File: src/rtl/slp_irq_pkg.sv
package slp_irq_pkg;

    localparam int ADDR_W = 12;
    localparam int DATA_W = 32;

    typedef enum logic [3:0] {
        BK_STAT, BK_ACK, BK_MSET, BK_MCLR, BK_SSET,
        BK_SCLR, BK_PSET, BK_PCLR, BK_CTRL, BK_NONE
    } bank_e;

    localparam int NUM_BANKS = 9;
    localparam int CTRL_FLUSH = 2;

    // Control word: bit 0 enable, bit 1 edge-only, bit 2 flush
    typedef struct packed {
        logic flush;
        logic edge_only;
        logic en;
    } ctrl_t;

    function automatic logic [ADDR_W-1:0] bank_base(input int layout, input bank_e b);
        logic [ADDR_W-1:0] v;
        case (b)
            BK_STAT: v = 12'h000;
            BK_ACK:  v = 12'h040;
            BK_MSET: v = 12'h0C0;
            BK_MCLR: v = 12'h100;
            BK_SSET: v = 12'h180;
            BK_SCLR: v = 12'h1C0;
            BK_PSET: v = 12'h240;
            BK_PCLR: v = 12'h280;
            BK_CTRL: v = 12'h300;
            default: v = 12'h000;
        endcase
        return (layout == 1) ? {v[ADDR_W-2:0], 1'b0} : v;
    endfunction

    function automatic logic [ADDR_W-1:0] bank_span(input int nwords, input bank_e b);
        if (b == BK_CTRL) return 12'd4;
        return ADDR_W'(nwords * 4);
    endfunction

endpackage

File: src/rtl/slp_irq_sync.sv
module slp_irq_sync #(
    parameter int N = 48
) (
    input  logic         clk,
    input  logic         rst,
    input  logic [N-1:0] irq_in,
    output logic [N-1:0] lvl,
    output logic [N-1:0] rise,
    output logic [N-1:0] fall
);
    logic [N-1:0] meta_q, sync_q, prev_q;

    always_ff @(posedge clk) begin
        if (rst) begin
            meta_q <= '0;
            sync_q <= '0;
            prev_q <= '0;
        end else begin
            meta_q <= irq_in;
            sync_q <= meta_q;
            prev_q <= sync_q;
        end
    end

    assign lvl  = sync_q;
    assign rise = sync_q & ~prev_q;
    assign fall = ~sync_q & prev_q;
endmodule

File: src/rtl/slp_irq_regdec.sv
module slp_irq_regdec
    import slp_irq_pkg::*;
#(
    parameter int N      = 48,
    parameter int LAYOUT = 0,
    parameter int NWORDS = (N + 31) / 32,
    parameter int WIDX_W = (NWORDS > 1) ? $clog2(NWORDS) : 1
) (
    input  logic [ADDR_W-1:0] addr,
    input  logic [DATA_W-1:0] wdata,
    output bank_e             bank,
    output logic [WIDX_W-1:0] widx,
    output logic [N-1:0]      line_bits
);
    always_comb begin
        bank = BK_NONE;
        widx = '0;
        for (int k = 0; k < NUM_BANKS; k++) begin
            logic [ADDR_W-1:0] base;
            logic [ADDR_W-1:0] off;
            base = bank_base(LAYOUT, bank_e'(k));
            off  = addr - base;
            if (addr >= base && off < bank_span(NWORDS, bank_e'(k)) && addr[1:0] == 2'b00) begin
                bank = bank_e'(k);
                widx = off[WIDX_W+1:2];
            end
        end
    end

    // Map the written word onto the lines it covers
    for (genvar i = 0; i < N; i++) begin : g_line
        assign line_bits[i] = (widx == WIDX_W'(i / 32)) & wdata[i % 32];
    end
endmodule

File: src/rtl/slp_irq_capture.sv
module slp_irq_capture #(
    parameter int N = 48
) (
    input  logic         clk,
    input  logic         rst,
    input  logic [N-1:0] lvl,
    input  logic [N-1:0] rise,
    input  logic [N-1:0] fall,
    input  logic [N-1:0] mask,
    input  logic [N-1:0] sens,
    input  logic [N-1:0] pol,
    input  logic         edge_only,
    input  logic [N-1:0] ack,
    input  logic         flush_go,
    output logic [N-1:0] status,
    output logic [N-1:0] replay
);
    logic [N-1:0] hit, take;

    for (genvar i = 0; i < N; i++) begin : g_det
        logic edge_hit, lvl_hit;
        assign edge_hit = pol[i] ? rise[i] : fall[i];
        assign lvl_hit  = (lvl[i] == pol[i]);
        assign hit[i]   = ~mask[i] & (sens[i] ? (~edge_only & lvl_hit) : edge_hit);
    end

    assign take = flush_go ? (status & ~mask) : '0;

    always_ff @(posedge clk) begin
        if (rst) begin
            status <= '0;
            replay <= '0;
        end else begin
            replay <= take;
            status <= (status & ~ack & ~take) | hit;
        end
    end
endmodule

File: src/rtl/slp_irq_recorder.sv
module slp_irq_recorder
    import slp_irq_pkg::*;
#(
    parameter int N      = 48,
    parameter int LAYOUT = 0
) (
    input  logic              clk,
    input  logic              rst,
    input  logic [N-1:0]      irq_in,
    output logic [N-1:0]      irq_out,
    input  logic              reg_we,
    input  logic [ADDR_W-1:0] reg_addr,
    input  logic [DATA_W-1:0] reg_wdata,
    output logic [DATA_W-1:0] reg_rdata
);
    localparam int NWORDS = (N + 31) / 32;
    localparam int WIDX_W = (NWORDS > 1) ? $clog2(NWORDS) : 1;
    localparam int NPAD   = NWORDS * 32;

    bank_e             bank;
    logic [WIDX_W-1:0] widx;
    logic [N-1:0]      wbits, ack_bits;
    logic [N-1:0]      mask_q, sens_q, pol_q;
    logic [N-1:0]      lvl, rise, fall, status_q, replay_q;
    ctrl_t             ctrl_q;
    logic              ctrl_wr;

    slp_irq_regdec #(.N(N), .LAYOUT(LAYOUT), .NWORDS(NWORDS), .WIDX_W(WIDX_W)) u_dec (
        .addr(reg_addr), .wdata(reg_wdata), .bank(bank), .widx(widx), .line_bits(wbits)
    );

    slp_irq_sync #(.N(N)) u_sync (
        .clk(clk), .rst(rst), .irq_in(irq_in), .lvl(lvl), .rise(rise), .fall(fall)
    );

    assign ack_bits = (reg_we && bank == BK_ACK) ? wbits : '0;
    assign ctrl_wr  = reg_we && bank == BK_CTRL;

    slp_irq_capture #(.N(N)) u_cap (
        .clk(clk), .rst(rst), .lvl(lvl), .rise(rise), .fall(fall),
        .mask(mask_q), .sens(sens_q), .pol(pol_q), .edge_only(ctrl_q.edge_only),
        .ack(ack_bits), .flush_go(ctrl_q.flush), .status(status_q), .replay(replay_q)
    );

    always_ff @(posedge clk) begin
        if (rst) begin
            mask_q <= '0;
            sens_q <= '0;
            pol_q  <= '1;
            ctrl_q <= '0;
        end else begin
            ctrl_q.flush <= 1'b0;
            if (reg_we) begin
                case (bank)
                    BK_MSET: mask_q <= mask_q | wbits;
                    BK_MCLR: mask_q <= mask_q & ~wbits;
                    BK_SSET: sens_q <= sens_q | wbits;
                    BK_SCLR: sens_q <= sens_q & ~wbits;
                    BK_PSET: pol_q  <= pol_q | wbits;
                    BK_PCLR: pol_q  <= pol_q & ~wbits;
                    BK_CTRL: ctrl_q <= ctrl_t'(reg_wdata[2:0]);
                    default: ;
                endcase
            end
        end
    end

    assign irq_out = (ctrl_q.en ? '0 : irq_in) | replay_q;

    // Word views of the per-line registers for reads
    logic [NPAD-1:0]   pad_stat, pad_mask, pad_sens, pad_pol;
    logic [DATA_W-1:0] stat_w [NWORDS];
    logic [DATA_W-1:0] mask_w [NWORDS];
    logic [DATA_W-1:0] sens_w [NWORDS];
    logic [DATA_W-1:0] pol_w  [NWORDS];

    assign pad_stat = NPAD'(status_q);
    assign pad_mask = NPAD'(mask_q);
    assign pad_sens = NPAD'(sens_q);
    assign pad_pol  = NPAD'(pol_q);

    for (genvar w = 0; w < NWORDS; w++) begin : g_word
        assign stat_w[w] = pad_stat[w*32 +: 32];
        assign mask_w[w] = pad_mask[w*32 +: 32];
        assign sens_w[w] = pad_sens[w*32 +: 32];
        assign pol_w[w]  = pad_pol[w*32 +: 32];
    end

    always_comb begin
        case (bank)
            BK_STAT:          reg_rdata = stat_w[widx];
            BK_MSET, BK_MCLR: reg_rdata = mask_w[widx];
            BK_SSET, BK_SCLR: reg_rdata = sens_w[widx];
            BK_PSET, BK_PCLR: reg_rdata = pol_w[widx];
            BK_CTRL:          reg_rdata = {29'b0, ctrl_q};
            default:          reg_rdata = '0;
        endcase
    end
endmodule

File: config.mk
export PLATFORM = sky130hd
export DESIGN_NAME = slp_irq_recorder
export DESIGN_NICKNAME = d
export VERILOG_FILES = /design/src/rtl/slp_irq_pkg.sv /design/src/rtl/slp_irq_sync.sv /design/src/rtl/slp_irq_regdec.sv /design/src/rtl/slp_irq_capture.sv /design/src/rtl/slp_irq_recorder.sv
export SDC_FILE = /design/constraint.sdc
export NUM_CORES = 1
export LEC_CHECK = 0
export ABC_AREA = 1
export BUFFER_PORTS_ARGS = -buffer_cell sky130_fd_sc_hd__buf_2
export CAP_MARGIN = 20
export CORE_MARGIN = 1.5
export CORE_UTILIZATION = 52
export DETAILED_ROUTE_END_ITERATION = 7
export PLACE_DENSITY_LB_ADDON = 0.1
export RECOVER_POWER = 25
export SETUP_SLACK_MARGIN = 0.2
export SYNTH_ARGS = -nofsm -noshare
export SYNTH_HDL_FRONTEND = slang
export SYNTH_SLANG_ARGS = --single-unit
File: constraint.sdc
create_clock -name clk -period 3.8 [get_ports clk]
set_input_delay 0.38 -clock clk [delete_from_list [all_inputs] [get_ports clk]]
set_output_delay 0.38 -clock clk [all_outputs]
set_load 0.01 [all_outputs]
Word-level counts from Yosys, hierarchy flattened. Cells that the tools add are included. Widths: inputs -> output; s select.

Add/subtract/negate cells: 8. Magnitude comparators: 19. Equal/unequal tests: 56. Muxes and demuxes: 133. Bitwise logic cells: 216. Reduce and logical (&&, ||, !) cells: 32.

Operator list (number): $and 48x48->48 (8); $mux 32 (12); $not 48->48 (6); $pmux 48 s2 (3); $or 48x48->48 (5); $pmux 32 s5 (1); $and 1x1->1 (144); $mux 48 (3); $mux 1 (105); $lt 12x4->1 const B (8); $not 1->1 (52); $eq 1x1->1 (48); $ge 12x10->1 const B (3); $ge 12x9->1 const B (3); $mux 4 (9); $sub 12x10->12 const B (3); $sub 12x9->12 const B (3); $logic_and 1x1->1 (19); $eq 4x3->1 const B (4); $ge 12x1->1 const B (1); $ge 12x7->1 const B (1); $ge 12x8->1 const B (1); $lt 12x3->1 const B (1); $sub 12x7->12 const B (1); 12 further kinds (20).

Flip-flop bits (word level): 387. Word-level logic and storage cells: 475.

Logic depth before layout (Yosys ltp). Gate-level depths: netlist of run 1.

Depth after elaboration: 19. Depth in mapped cells: 20. Gate-level depth less buffers: 17.

Hierarchy. A second synthesis of run 1 with hierarchy kept.

Cells, all modules: 3399. Area, all modules: 20888.8 µm².

Modules (own cells, without submodules): slp_irq_recorder (instances 1, cells an instance 1542, area an instance 9080.0 µm²); slp_irq_capture (instances 1, cells an instance 1069, area an instance 6173.4 µm²); slp_irq_sync (instances 1, cells an instance 592, area an instance 4628.2 µm²); slp_irq_regdec (instances 1, cells an instance 196, area an instance 1007.2 µm²).

Worst setup path after synthesis of run 1. OpenSTA, ideal clock, no wires.

Path kind: input port to output port. Start: input port reg_addr[8]. End: output port reg_rdata[21]. Arrival time: 2278 ps. Required time: 3420 ps. Slack: 1142 ps. Cell stages on the path: 17. Buffers on the path: 3. Path through: buf_2 > inv_2 > ha_1 > inv_1 > nand2_1 > nand3_1 > nand2_1 > nor2_1 > nand2_2 > nand2_4 > nor2_2 > nand2_4 > nand2_2 > buf_2 > nand2_1 > buf_2 > nor2_1.

Longest elaborated chain between the ends: 17. Elaborated cells between the ends (all ways): 87.

RTL lines: start, declared (line slp_irq_recorder.sv:12) `input logic [ADDR_W-1:0] reg_addr,`; $sub 12x7->12, or another cell as far along (line slp_irq_regdec.sv:22) `off = addr - base;`; $lt 12x4->1 or $logic_and 1x1->1 (tied branches) (line slp_irq_regdec.sv:23) `if (addr >= base && off < bank_span(NWORDS, bank_e'(k)) && addr[1:0] == 2'b00) begin`; $logic_and 1x1->1 (line slp_irq_regdec.sv:23); $logic_and 1x1->1 or $mux 1 (tied branches) (line slp_irq_regdec.sv:23); $mux 1 (8 in a row) (line slp_irq_regdec.sv:23); $not 1->2 (not written as such); $mux 32, on equally long branches (3 in a row); $pmux 32 s5 * (line slp_irq_recorder.sv:90) `case (bank)`; end, declared (line slp_irq_recorder.sv:14) `output logic [DATA_W-1:0] reg_rdata`.

Every way passes the cells marked *; elsewhere a longest branch is shown, timed or not. The select of a mux whose other input is x is not followed.

Worst setup path after layout of run 1.
Start: input port reg_addr[7]. End: output port reg_rdata[13].

The elaborated chain is that of the path after synthesis.

==> results of run 1 <==
-- critical path, stage by stage --
cell,delay [ns]
buf_2,0.19
inv_1,0.11
ha_1,0.32
nor2_1,0.13
nand2_1,0.06
nor2_1,0.08
nand2_1,0.05
nor2_1,0.10
nand2_1,0.08
nand2_2,0.19
nor2_2,0.08
nand2_4,0.14
nand2_8,0.08
buf_16,0.26
o21bai_1,0.23
nand4_1,0.21
buf_2,0.21
-- what timing repair did --
| item | CTS | global route |
|---|---|---|
| hold buffers | 0 | 0 |
| endpoints found under the setup margin | 0 | 4 |
| resized for setup | 0 | 3 |
-- layout make-up --
cell class | instances | area, um^2
fillers | 3145 | 13270
clock inverters | 11 | 90.09
inverters | 297 | 1121
multi-input cells | 1583 | 8102
well taps | 448 | 560.5
flip-flops and latches | 387 | 7750
repair buffers | 211 | 1221
clock buffers | 61 | 1254
-- cells in the final DEF, fill, tap and decap left out, drive strengths merged, types with 49 or more instances in the layout --
cell      n
dfxtp   387
nor2    368
nand2   300
inv     296
nand3   216
buf     207
o21ai   168
a21oi   119
nor3    103
clkbuf   65
o21bai   64
nand4    50
xor2     49
-- cells in the mapped netlist (all sizes together) --
cell type  instances
nand4             50
and3               2
nor2             368
xnor2             45
clkbuf           113
o221ai            16
o211ai            45
o21ai            168
ha                 4
nand3            216
o22ai             26
nor4               1
o21bai            64
nand2            300
nor3             103
buf               38
dfxtp            387
or2                3
clkinv             2
inv              295
o2111ai            3
nand3b             1
a21oi            119
xor2              49
-- kinds of logic (layout without fill, tap and decap cells) --
group / Yosys count / in the layout / share of synthesized area (%)
simple gates: 1044 / 1044 / 26.12
buf+inv: 448 / 580 / 10.10
compound gates: 441 / 441 / 14.71
flops: 387 / 387 / 44.10
xor+xnor: 94 / 94 / 4.687
fa+ha+maj: 4 / 4 / 0.2849
-- where the power goes --
| part | internal, W | total (W) | switching [W] |
|---|---|---|---|
| Combinational | 0.000155 | 0.000442 | 0.000287 |
| Sequential | 0.00415 | 0.00420 | 0.0000531 |
| Clock | 0.00235 | 0.00398 | 0.00163 |
-- stage by stage --
| step | utilization, % | setup slack, ns | std cells |
|---|---|---|---|
| after floorplan | - | 1.142 | 2418 |
| after global placement | 56.21 | 0.5027 | 2926 |
| after detailed placement | 56.21 | 0.4308 | 2926 |
| after CTS | 60.23 | 0.4307 | 2998 |
| after global routing | 60.24 | 0.2427 | 2998 |
| final | 60.24 | 0.4343 | 2998 |
-- layer usage --
| layer | vias up | track usage [%] | routed length [um] |
|---|---|---|---|
| li1 | 8100 | - | - |
| met1 | 7640 | 41.78 | 23080 |
| met2 | 715 | 47.63 | 23570 |
| met3 | 120 | 4.288 | 4553 |
| met4 | 2 | 11.01 | 1713 |
| met5 | - | 0 | 13 |
-- worst paths after layout --
path	end	cells past startpoint
worst min-delay path	u_sync.meta_q[7]	3
worst min register to register	u_sync.lvl[1]	2
worst max-delay path	reg_rdata[13]	17
worst max register to register	u_cap.status[31]	4
==> results.md, run 1 <==
- Syn nets: 2,517
- Gr ovfl total: 0
- Gpl congestion: between 0.8 and 0.9
- CP startpoint: reg_addr[7]
- Final Critical Period: about 3.4 ns
- Die W: approximately 190 um
- Synth unique cells: 38
- Post-CTS setup buffers: 0
- Final setup TNS: 0 ns
- H-tree Lvls: 2
- Layout area overhead: 14.41%
- Total GRT Usage: between 30% and 40%
- Num Clock Sinks: 387
- Max_cap viols: 5
- CTS tree: built
- Final HPWL DP: 33,670 um
- Status: complete, but fails checks
- Slew Limit Fails: ~340
- Post-synthesis sequential area ratio: approximately 44%
- Final-stage net count: between 2,000 and 3,000
- First-pass GRT wire length: 83,960 um
- Core area: 33,360 um^2
- Top cells by area, synth: dfxtp_1, nor2_1, nand2_1
- Synth area leader: dfxtp_1
- Slew @ Worst Pin: 2.297 ns
- Crit path required time: roughly 3.4 ns
- Pleak: 7.878 nW
- WP data arrival: 2.99 ns
- Min-Delay Path Class: in -> reg
- Ports: 175
- WS Path Type: in -> out
- Wirelength per Cell: roughly 18 um
- Hold slack: about 0.047 ns
- Clock transition at the registers of the reported paths: about 0.05 ns
- Fmax: about 0.30 GHz
- Post-DP Area: 18,750 um^2
- Mapped Cells: 2,418
- Final Skew: 0.02512 ns
- Final instance area: 20,100 um^2
- Failing checks: capacitance limit, slew limit
- Rel. slew slack: -53.12%
- Startpoint of the worst register-to-register path: ctrl_q[2]
- Initial antenna violation count: 1
- Post-Route WL: 52,930 um
- Layout cells sized above 1: 12.67%
- CTS Root Cell: clkbuf_16
- DRT antenna net count: 0
- Top-area cell type share of the netlist area: 44.10%
- Hold path start: irq_in[7]
- Die Area: 34,890 um^2
- CTS Buffer Depth: 3
- First drt pass iteration count: 5
- Worst-skew pair later-pin latency: 0.55 ns
- Initial core utilization: 52.65%
- Number of global-route vias before repair: 15,360
- Remaining DRCs: 0
- Tot Pwr: 0.008622 W
- DR vias/cell: 5.529
- FF+latch count, synth: between 300 and 400
- Pwr per Cell Area: ~430 nW/um^2
- Final setup viols: 0
- R2r setup slk: 1.30 ns
- Peak supply drop: 0.0003382 V
- Cts bufs inserted: 42
- Vias: 16,580
- PortBufs: about 170
- Yosys Warn Count: 0
- Synthesized cell area: 17,570 um^2
- Nature of the critical path endpoint: output pin
- Pin count of the biggest net entering global routing: about 130
- Die H: 186.8 um
- Largest fanout on the critical path: 110
- CP startpoint kind: input pin
- RSZ-0062 raised after global routing: false
- Tcrit/Tclk final: between 80% and 90%
- Inserted Diodes: 0
- Num rows: 67
- Syn_area_per_cell: 7.265 um^2
- Initial DRC count: 1,415
- Final-report hold violation count: 0
(Power assumes the default switching activity.)
==> run 2, diff against run 1 <==
--- a/config.mk
+++ b/config.mk
@@ -13,6 +13,7 @@
 export DETAILED_ROUTE_END_ITERATION = 7
 export PLACE_DENSITY_LB_ADDON = 0.1
 export RECOVER_POWER = 25
+export REMOVE_ABC_BUFFERS = 1
 export SETUP_SLACK_MARGIN = 0.2
 export SYNTH_ARGS = -nofsm -noshare
 export SYNTH_HDL_FRONTEND = slang
==> run 2 against run 1 <==
- the run still ends with capacitance limit, slew limit left
- cell count is 0.17% higher
- clock skew is 0.011 ns lower
- non-clock buffer count is 4 lower
- wire length is 6.2% lower
- sequential share of layout area is 0.15 points lower
- register-to-register slack better by 0.45 ns
- sequential power hardly changed
- die area stayed put
==> results.md, run 2 (same netlist as run 1, synthesis figures left out) <==
- Nature of the critical path endpoint: output pin
- Layout area overhead: 14.86%
- Initial DRC count: 1,197
- Num rows: 67
- Pleak: about 7.9 nW
- First-pass GRT wire length: 80,120 um
- Tcrit/Tclk final: 88.53%
- Total GRT Usage: 27.92%
- Rel. slew slack: -43.11%
- Crit path required time: 3.42 ns
- Gpl congestion: 0.8915
- Gr ovfl total: 0
- Initial core utilization: 52.65%
- DR vias/cell: 5.501
- Post-CTS setup buffers: 0
- Place WS: a little over 0.5 ns
- Layout cells sized above 1: 12.70%
- Post-CTS Resized: 0
- Final Skew: 0.01446 ns
- Core area: roughly 33,000 um^2
- PortBufs: ~170
- Slew @ Worst Pin: 2.147 ns
- CTS tree: built
- Final-stage net count: about 2,600
- WP data arrival: slightly below 3 ns
- Wirelength per Cell: 16.53 um
- Die W: around 190 um
- H-tree Lvls: 2
- CTS Buffer Depth: 3
- R2r setup slk: roughly 1.8 ns
- RSZ-0062 raised after global routing: false
- Final HPWL DP: 29,270 um
- Peak supply drop: 0.0003645 V
- Die H: around 190 um
- Min setup slack post-route: 0.4360 ns
- Post-DP Area: 18,770 um^2
- Num Clock Sinks: approximately 390
- Hold slack: slightly above 0.05 ns
- CTS Hold Buffers Added: 0
- Final instance area: 20,180 um^2
- CP startpoint kind: input pin
- Pwr per Cell Area: 435.0 nW/um^2
- Vias: 16,520
- Commonest non-fill, non-tap cells in the layout: dfxtp_1, nor2_1, nand2_1
- Hold depth: 3
- WS Path Type: in -> out
- Die Area: 34,890 um^2
- Pin count of the biggest net entering global routing: 181
- Remaining DRCs: 0
- Max_cap viols: 1
- Final setup viols: 0
- Ports: roughly 180
- Final-report hold violation count: 0
- CTS Root Cell: clkbuf_16
- Post-Route WL: between 40,000 and 50,000 um
- Status: complete, but fails checks
- First drt pass iteration count: 6
- Clock transition at the registers of the reported paths: 0.06 ns
- Final Critical Period: 3.364 ns
- Cts bufs inserted: 44
- Initial antenna violation count: 2
- Fmax: 0.2973 GHz
- Min-Delay Path Class: in -> reg
- DRT antenna net count: 0
- Commonest non-fill, non-tap cell in the layout: dfxtp_1
- Largest fanout on the critical path: 33
- Slew Limit Fails: 181
- Worst-skew pair later-pin latency: 0.54 ns
- Worst r2r path cells: 4
- Number of global-route vias before repair: 15,560
- Failing checks: capacitance limit, slew limit
## run 2: cell count changes in the layout (fill, tap and decap cells not counted), moves of 2 or more
| cell | before | now |
|---|---|---|
| clkbuf_8 | 12 | 7 |
| clkbuf_1 | 9 | 13 |
| buf_12 | 4 | 7 |
| buf_4 | 28 | 25 |
| clkbuf_16 | 43 | 46 |
| diode_2 | 0 | 3 |
| inv_2 | 15 | 18 |
| clkinvlp_4 | 2 | 0 |
| inv_1 | 278 | 276 |
## run 2: layout make-up
| type | count | area, um^2 |
|---|---|---|
| sequential | 387 | 7751 |
| clock inverter | 13 | 133.9 |
| inverter | 297 | 1120 |
| antenna | 3 | 7.507 |
| multi-input combinational | 1583 | 8108 |
| timing repair buffer | 207 | 1215 |
| clock buffer | 65 | 1282 |
| tap | 448 | 560.5 |
| fill | 3176 | 13190 |
## run 2: routing by layer
layer	share of wire [%]	track usage [%]
met3	7.9	4.100
met4	2.2	8.033
met1	45	38.54
met2	45	45.44
met5	0	0
## run 2: per-stage QoR
| step | setup TNS, ns | util [%] | std cells | power [W] |
|---|---|---|---|---|
| 5_1_grt | 0 | 60.46 | 3001 | 0.009075 |
| 6_report | 0 | 60.48 | 3003 | 0.008778 |
| 3_3_place_gp | 0 | 56.25 | 2922 | 0.004709 |
| 4_1_cts | 0 | 60.49 | 3000 | 0.008831 |
| 3_5_place_dp | 0 | 56.25 | 2922 | 0.004716 |
| 2_1_floorplan | -140.67 | - | 2267 | 0.004503 |
## run 2: worst paths after layout
path	from	end
min reg2reg	u_sync.meta_q[26]	u_sync.lvl[26]
max reg2reg	ctrl_q[2]	u_cap.status[9]
min	irq_in[29]	u_sync.meta_q[29]
max	reg_addr[7]	reg_rdata[4]
## run 2: worst max-delay path, stage by stage
cell	delay (ns)
buf_2	0.19
inv_1	0.11
ha_1	0.23
inv_1	0.07
nand2_1	0.10
nand3_1	0.10
nand2_1	0.05
nor2_1	0.13
nand2_2	0.12
nand2_4	0.15
nor2_2	0.08
nand2_4	0.13
nand2_8	0.19
inv_1	0.14
buf_4	0.29
nand2_1	0.08
nand2_1	0.07
nand2_1	0.05
nand4_1	0.15
buf_2	0.17
## run 2: power by group
group | leakage [nW] | internal [W] | switching [W]
clock network | 0.700 | 0.00247 | 0.00167
logic | 4.06 | 0.000157 | 0.000277
registers | 3.15 | 0.00415 | 0.0000496
total | 7.91 | 0.00678 | 0.00200
